## src/rtl/xbus_pkg.sv

```systemverilog
package xbus_pkg;

    parameter int ADDR_W = 16;
    parameter int BYTE_W = 8;
    localparam int HI_W  = ADDR_W - BYTE_W;

    typedef enum logic [2:0] {
        PH_IDLE = 3'd0,
        PH_ADDR = 3'd1,
        PH_TURN = 3'd2,
        PH_STRB = 3'd3,
        PH_DONE = 3'd4
    } phase_e;

    typedef struct packed {
        phase_e              phase;
        logic [ADDR_W-1:0]   addr;
        logic [BYTE_W-1:0]   wdata;
        logic                wr;
        logic                ext;
    } cyc_s;

endpackage

```

## src/rtl/xbus_decode.sv

```systemverilog
module xbus_decode
    import xbus_pkg::*;
#(
    parameter logic [ADDR_W-1:0] INT_LIMIT = 16'h1000,
    parameter int                EXT_LINES = 16
) (
    input  logic [ADDR_W-1:0] addr,
    output logic              is_ext,
    output logic [HI_W-1:0]   hi_mask
);

    localparam int HI_USED = EXT_LINES - BYTE_W;

    assign is_ext = (addr >= INT_LIMIT);

    for (genvar i = 0; i < HI_W; i++) begin : g_hi_mask
        assign hi_mask[i] = (i < HI_USED) ? 1'b1 : 1'b0;
    end

endmodule

```

## src/rtl/xbus_seq.sv

```systemverilog
module xbus_seq
    import xbus_pkg::*;
(
    input  logic              clk,
    input  logic              rst_n,
    input  logic              req_valid,
    input  logic              req_write,
    input  logic [ADDR_W-1:0] req_addr,
    input  logic [BYTE_W-1:0] req_wdata,
    input  logic              is_ext,
    output cyc_s              cyc,
    output logic              idle
);

    cyc_s cyc_d, cyc_q;

    always_comb begin
        cyc_d = cyc_q;
        unique case (cyc_q.phase)
            PH_IDLE: begin
                if (req_valid) begin
                    cyc_d.phase = PH_ADDR;
                    cyc_d.addr  = req_addr;
                    cyc_d.wdata = req_wdata;
                    cyc_d.wr    = req_write;
                    cyc_d.ext   = is_ext;
                end
            end
            PH_ADDR: cyc_d.phase = PH_TURN;
            PH_TURN: cyc_d.phase = PH_STRB;
            PH_STRB: cyc_d.phase = PH_DONE;
            PH_DONE: cyc_d.phase = PH_IDLE;
            default: cyc_d.phase = PH_IDLE;
        endcase
    end

    always_ff @(posedge clk or negedge rst_n) begin
        if (!rst_n) begin
            cyc_q <= '{phase: PH_IDLE, addr: '0, wdata: '0, wr: 1'b0, ext: 1'b0};
        end else begin
            cyc_q <= cyc_d;
        end
    end

    assign cyc  = cyc_q;
    assign idle = (cyc_q.phase == PH_IDLE);

endmodule

```

## src/rtl/xbus_lane.sv

```systemverilog
module xbus_lane
    import xbus_pkg::*;
(
    input  logic              clk,
    input  logic              rst_n,
    input  cyc_s              cyc,
    input  logic [HI_W-1:0]   hi_mask,
    input  logic [BYTE_W-1:0] ad_in,
    output logic              as_n,
    output logic              ds_n,
    output logic              rw_n,
    output logic [BYTE_W-1:0] ad_out,
    output logic              ad_oe,
    output logic [HI_W-1:0]   ahi_out,
    output logic [HI_W-1:0]   ahi_oe,
    output logic              done,
    output logic [BYTE_W-1:0] rdata
);

    logic [BYTE_W-1:0] rdata_d, rdata_q;
    logic busy, data_ph;

    always_comb begin
        busy    = (cyc.phase != PH_IDLE);
        data_ph = (cyc.phase == PH_TURN) || (cyc.phase == PH_STRB) ||
                  (cyc.phase == PH_DONE);
        as_n    = (cyc.phase != PH_ADDR);
        ds_n    = !((cyc.phase == PH_STRB) && cyc.ext);
        rw_n    = !(busy && cyc.ext && cyc.wr);
        ad_oe   = cyc.ext && ((cyc.phase == PH_ADDR) || (data_ph && cyc.wr));
        if (!ad_oe)
            ad_out = '0;
        else if (cyc.phase == PH_ADDR)
            ad_out = cyc.addr[BYTE_W-1:0];
        else
            ad_out = cyc.wdata;
        ahi_oe  = (busy && cyc.ext) ? hi_mask : '0;
        ahi_out = cyc.addr[ADDR_W-1:BYTE_W] & ahi_oe;
        done    = (cyc.phase == PH_DONE);
        rdata_d = rdata_q;
        if ((cyc.phase == PH_STRB) && cyc.ext && !cyc.wr)
            rdata_d = ad_in;
    end

    always_ff @(posedge clk or negedge rst_n) begin
        if (!rst_n) rdata_q <= '0;
        else        rdata_q <= rdata_d;
    end

    assign rdata = rdata_q;

endmodule

```

## src/rtl/xbus_ctrl.sv

```systemverilog
module xbus_ctrl
    import xbus_pkg::*;
#(
    parameter logic [15:0] INT_LIMIT = 16'h1000,
    parameter int          EXT_LINES = 16
) (
    input  logic        clk,
    input  logic        rst_n,
    input  logic        req_valid,
    input  logic        req_write,
    input  logic [15:0] req_addr,
    input  logic [7:0]  req_wdata,
    output logic        req_ready,
    output logic        done,
    output logic [7:0]  rdata,
    output logic        as_n,
    output logic        ds_n,
    output logic        rw_n,
    output logic [7:0]  ad_out,
    output logic        ad_oe,
    input  logic [7:0]  ad_in,
    output logic [7:0]  ahi_out,
    output logic [7:0]  ahi_oe
);

    logic            is_ext;
    logic [HI_W-1:0] hi_mask;
    cyc_s            cyc;

    xbus_decode #(
        .INT_LIMIT (INT_LIMIT),
        .EXT_LINES (EXT_LINES)
    ) decode_i (
        .addr    (req_addr),
        .is_ext  (is_ext),
        .hi_mask (hi_mask)
    );

    xbus_seq seq_i (
        .clk       (clk),
        .rst_n     (rst_n),
        .req_valid (req_valid),
        .req_write (req_write),
        .req_addr  (req_addr),
        .req_wdata (req_wdata),
        .is_ext    (is_ext),
        .cyc       (cyc),
        .idle      (req_ready)
    );

    xbus_lane lane_i (
        .clk     (clk),
        .rst_n   (rst_n),
        .cyc     (cyc),
        .hi_mask (hi_mask),
        .ad_in   (ad_in),
        .as_n    (as_n),
        .ds_n    (ds_n),
        .rw_n    (rw_n),
        .ad_out  (ad_out),
        .ad_oe   (ad_oe),
        .ahi_out (ahi_out),
        .ahi_oe  (ahi_oe),
        .done    (done),
        .rdata   (rdata)
    );

endmodule

```

## config.mk

```make
export PLATFORM = sky130hd
export DESIGN_NAME = xbus_ctrl
export DESIGN_NICKNAME = d
export VERILOG_FILES = /design/src/rtl/xbus_pkg.sv /design/src/rtl/xbus_decode.sv /design/src/rtl/xbus_seq.sv /design/src/rtl/xbus_lane.sv /design/src/rtl/xbus_ctrl.sv
export SDC_FILE = /design/constraint.sdc
export NUM_CORES = 1
export LEC_CHECK = 0
export BUFFER_PORTS_ARGS = -buffer_cell sky130_fd_sc_hd__buf_2
export CORE_ASPECT_RATIO = 0.8
export CORE_MARGIN = 10
export CORE_UTILIZATION = 51
export CTS_CLUSTER_DIAMETER = 200
export DETAILED_ROUTE_END_ITERATION = 10
export GPL_ROUTABILITY_DRIVEN = 0
export HOLD_SLACK_MARGIN = 0.08
export MAX_ROUTING_LAYER = met4
export PLACE_DENSITY = 0.84
export SYNTH_ARGS = -nofsm -noshare
export SYNTH_HDL_FRONTEND = slang
export SYNTH_HIERARCHICAL = 1
export SYNTH_SLANG_ARGS = --single-unit
```

## constraint.sdc

```tcl
create_clock -name clk -period 2.6 [get_ports clk]
set_input_delay 0.26 -clock clk [delete_from_list [all_inputs] [get_ports clk]]
set_output_delay 0.26 -clock clk [all_outputs]
set_load 0.1 [all_outputs]
```

# Word-level counts from Yosys, hierarchy flattened
# Cells that the tools add are included.
# totals
input_bits	36
word_cells	34
output_inout_bits	38
reg_bits	37
# classes
n_lt_le_gt_ge	1
muxes	5
n_eq_ne	6
reduce_logical	15
bitwise_logic	1
# ops
op	count
two-way mux 29 bit	1
two-way mux 8 bit	3
greater-or-equal comparator 16 x 13 -> 1 bit (second input constant)	1
one-hot mux 3 bit (4 select lines)	1
AND 8 bit	1
equality test 3 x 2 -> 1 bit (second input constant)	2
logical AND 1 bit	6
equality test 3 x 1 -> 1 bit (second input constant)	1
equality test 3 bit (second input constant)	1
zero test 1 bit	3
zero test 3 bit	1
logical OR 1 bit	3
inequality test 3 x 1 -> 1 bit (second input constant)	1
nonzero test 3 bit	1
inequality test 2 bit (second input constant)	1
AND reduction 2 bit	1

# Longest topological paths before layout
# depth
ltp_word	7
mapped_depth	4

# Modules after synthesis
# The synthesis kept the hierarchy.
# by_module_without_submodules
mod	cells_each	n_inst	seq_area_each_um2	area_per_inst_um2
xbus_seq	65	1	725.7	1098.6
xbus_lane	61	1	200.2	658.1
xbus_decode	10	1	0.0	71.3

# Worst setup path before layout
# Ideal clock, no wire load.
# synth_timing
path_type	register to output
start	reg seq_i.cyc_q (netlist bit seq_i/cyc[27])
end	out ad_out[0]
arrival_time_ns	3.539
required_time_ns	2.340
path_stages_with_launch	4
path_slack_ns	-1.199
cell_sequence	dfrtp_1 nor3b_2 a32oi_4 nor2_1
# synth_via
elab_cells_between_ends	11
cone_classes	eq/ne (4); mux (2); reduce/logical (5)
# synth_rtl
element	line	rtl
from (decl)	xbus_seq.sv:15	cyc_s cyc_d, cyc_q;
from (signal assigned)	xbus_seq.sv:39	cyc_q <= '{phase: PH_IDLE, addr: '0, wdata: '0, wr: 1'b0, ext: 1'b0};
from (signal assigned)	xbus_seq.sv:41	cyc_q <= cyc_d;
equality test 3 bit	--	
named net done	xbus_ctrl.sv:14	output logic done,
logical OR 1 bit	xbus_lane.sv:25	data_ph = (cyc.phase == PH_TURN) || (cyc.phase == PH_STRB) ||
logical AND 1 bit	xbus_lane.sv:30	ad_oe = cyc.ext && ((cyc.phase == PH_ADDR) || (data_ph && cyc.wr));
logical OR 1 bit	xbus_lane.sv:30	
logical AND 1 bit	xbus_lane.sv:30	
two-way mux 8 bit	xbus_lane.sv:31	if (!ad_oe)
to (decl)	xbus_ctrl.sv:19	output logic [7:0] ad_out,
# The timed path passes the listed nets, and every way through them passes these cells.

# Final worst setup path
# layout_timing
start	reg seq_i.cyc_q (netlist bit seq_i/cyc[27])
end	out ad_out[0]
# layout_via
elab_chain_len	7
elab_cells_between_ends	11
cone_classes	eq/ne (4); mux (2); reduce/logical (5)
# layout_rtl
element	line
equality test 3 x 2 -> 1 bit	xbus_lane.sv:25
logical OR 1 bit (2 in a row)	xbus_lane.sv:25
logical AND 1 bit	xbus_lane.sv:30
logical OR 1 bit	xbus_lane.sv:30
logical AND 1 bit	xbus_lane.sv:30
two-way mux 8 bit *	xbus_lane.sv:31
# Every way passes the cells marked *; elsewhere a longest branch is shown, timed or not.

==> impl_summary.log <==
[metrics] run status: finished clean
[metrics] H-tree levels: 2
[metrics] clock tree from TritonCTS: yes
[metrics] number of antenna repair diodes: 0
[metrics] required time reported for the critical path endpoint: 2.34 ns
[metrics] type of the worst setup path: reg2out
[metrics] clock-pin slew on the worst setup and hold paths: 0.08 ns
[metrics] R2R setup slack: 0.94 ns
[metrics] Fin Hold WS: roughly 0.18 ns
[metrics] share of flip-flops with an asynchronous set or reset: 100%
[metrics] fraction of the cycle the final worst path needs: 86.6%
[metrics] Worst Max-Slew Pin Slew: around 0.81 ns
[metrics] RSZ-0062 raised after global routing: no
[metrics] Critical Path Source Type: flip-flop
[metrics] Site Rows: 19
[metrics] first-pass GRT wire length: 7.00 mm
[metrics] end of the worst hold path: seq_i/cyc[9]
[metrics] ranking of synthesized cells by instance count: sky130_fd_sc_hd__dfrtp_1, sky130_fd_sc_hd__mux2_2, sky130_fd_sc_hd__nor2_1
[metrics] half-perimeter wire length after detailed placement: between 3 and 4 mm
[metrics] primary flip-flop cell chosen by synthesis mapping: sky130_fd_sc_hd__dfrtp_1
[metrics] depth of the worst register-to-register path: 3
[metrics] worst endpoint data arrival time: 1.99 ns
[metrics] mean routed wirelength per cell: approximately 17 µm
[metrics] layout overhead on the synthesized area: 37.2%
[metrics] number of enable flip-flop cells after synthesis: 0
[metrics] number of nets in the final layout: 252
[metrics] total number of vias: 1269
[metrics] count of nets left with antenna violations after detail routing: 0
[metrics] clk buf depth: 2
[metrics] worst hold path stage count: 2
[metrics] maximum operating frequency: 444 MHz
[metrics] post-synthesis sequential area ratio: 50.7%
[metrics] cell family with the largest share of critical-path delay: flip-flops
[metrics] Max-Slew Margin vs Limit: 45.8%
[metrics] cts repair resizes: 0
[metrics] beginning of the worst hold path: req_wdata[7]
[metrics] routed wire length: 4.37 mm
[metrics] type of the worst min-delay path: in2reg
[metrics] Die H: 73.6 µm
[metrics] number of clock sinks: 37
[metrics] via count of the first global-routing pass: 1385
[metrics] Yosys reg bits: 37
[metrics] share of the synthesized area in the top cell type: between 50% and 60%
[metrics] maximum number of pins on one net before global-route repair: 38
[metrics] number of top-level design ports: 74
[metrics] count of unique library cells instantiated by Yosys: 22
[metrics] number of max-slew violations in the final report: 0
[metrics] GRT Total Usage: ~15%
[metrics] instance count on the critical path: 5
[metrics] later-pin clock latency in the skew report: between 0.2 and 0.3 ns
[metrics] area of the die: 0.00639 mm²
[metrics] capture instance of the worst register-to-register path: seq_i/cyc[7]
[metrics] post-detailed-route via-to-cell ratio: roughly 4.9
[metrics] count of yosys warnings during synthesis: 6
[metrics] number of CTS-inserted buffers: 5
[metrics] total of buffers placed on input and output ports: 73
[metrics] Max-Cap Viols: 0
[metrics] crit path cell chain: mux2_2 -> a32oi_4 -> buf_4 -> nor2_4 -> buf_12
[metrics] netlist area before placement: 0.00183 mm²
[metrics] main area contributors after synthesis: sky130_fd_sc_hd__dfrtp_1, sky130_fd_sc_hd__mux2_2, sky130_fd_sc_hd__mux2i_1
[metrics] slowest library cell on the worst path: sky130_fd_sc_hd__dfrtp_2
[metrics] core region area: 0.00345 mm²
[metrics] Reg2Reg Launch Point: seq_i/cyc[26]
[metrics] Mapped Cells: 136
[metrics] crit path max fanout: 10
[metrics] setup violators final: 0
[metrics] post-route minimum period: 2.25 ns
[metrics] Syn Area/Cell: 13.4 µm²
[metrics] CP endpoint kind: output pin
[metrics] delay of the slowest cell on the worst path: 0.54 ns
[metrics] initial antenna violation count: 0
[metrics] total setup buffers inserted after CTS: 0
[metrics] most repeated cell in the gate-level netlist after synthesis: sky130_fd_sc_hd__dfrtp_1
[metrics] GRT overflow: 0
[metrics] number of buffers and inverters on the critical path: 2
[metrics] die width: slightly below 90 µm
[metrics] Pre-antenna DRT Iters: 4
[metrics] effective utilization at floorplan: approximately 53%
[metrics] number of endpoints with negative hold slack in the final report: 0
[metrics] clock root buffer master: sky130_fd_sc_hd__clkbuf_8
[metrics] number of violations reported at the end of detailed-routing iteration 0: 87
[metrics] Clock Skews: around 0.0081 ns
[metrics] most area-hungry cell type in the Yosys netlist: sky130_fd_sc_hd__dfrtp_1
[metrics] share of layout cells above drive strength 1: 63.6%
[metrics] DRC violations left: 0
cell usage in the layout (no fill, tap or decap), types with 2 or more instances in the layout:
cell type,n
sky130_fd_sc_hd__mux2i_1,8
sky130_fd_sc_hd__nor2_4,8
sky130_fd_sc_hd__nand2_1,2
sky130_fd_sc_hd__mux2_2,33
sky130_fd_sc_hd__buf_2,65
sky130_fd_sc_hd__and3_1,8
sky130_fd_sc_hd__and2_1,8
sky130_fd_sc_hd__buf_4,4
sky130_fd_sc_hd__dfrtp_2,3
sky130_fd_sc_hd__clkbuf_8,7
sky130_fd_sc_hd__mux2_1,2
sky130_fd_sc_hd__buf_12,8
sky130_fd_sc_hd__nor2_1,3
sky130_fd_sc_hd__dfrtp_1,34
sky130_fd_sc_hd__conb_1,8
state kept, by name (all words and copies together), names as in the netlist:
| signal | count |
|---|---|
| lane_i/rdata | 8 |
| seq_i/cyc | 29 |
what timing repair did:
action,CTS,global route
endpoints found under the setup margin,0,0
hold buffers,1,0
endpoints found under the hold margin,17,0
worst max-delay path by stage:
stage	slack [ns]	to	startpoint
2_1_floorplan	-0.12	ad_out[0]	seq_i/cyc[26]
3_3_place_gp	0.70	ad_out[0]	seq_i/cyc[27]
3_5_place_dp	0.67	ad_out[3]	seq_i/cyc[27]
4_1_cts	0.34	ad_out[0]	seq_i/cyc[27]
5_1_grt	0.28	ad_out[3]	seq_i/cyc[27]
6_report	0.35	ad_out[0]	seq_i/cyc[27]
metal layers:
metal,up-vias,global-route usage (%),part of all wire [%]
met5,-,-,0
met4,0,5.39,0.73
met3,4,5.30,5.5
met2,36,24.2,53
met1,610,15.8,40
li1,619,-,-
layout make-up:
class,count,area (µm²)
tap,42,52.6
clock buffer,7,96.3
timing repair buffer,78,526
clock inverter,1,5.00
multi-input combinational,92,887
fill,234,940
inverter,2,11.3
sequential,37,930
stage by stage:
stage          instances  TNS [ns]  instance area (µm²)  utilization [%]  setup slack (ns)
6_report             259         0                 2510             72.7             0.349
5_1_grt              259         0                 2510             72.7             0.278
4_1_cts              259         0                 2510             72.7             0.338
3_5_place_dp         250         0                 2400             69.5             0.670
3_3_place_gp         250         0                 2400             69.5             0.699
2_1_floorplan        143    -0.882                 1930                -            -0.123
cell families after synthesis:
group / share of synthesized area [%]
AO/OA/AOI/OAI: 2.05
XOR/XNOR: 0.479
buffers and inverters: 6.16
flip-flops: 50.7
multiplexers: 25.9
other: 0.205
AND/OR/NAND/NOR: 14.5
Power is left out: the tool's default activity adds up to more than one toggle a clock period on the data nets, which glitch-free logic cannot reach.
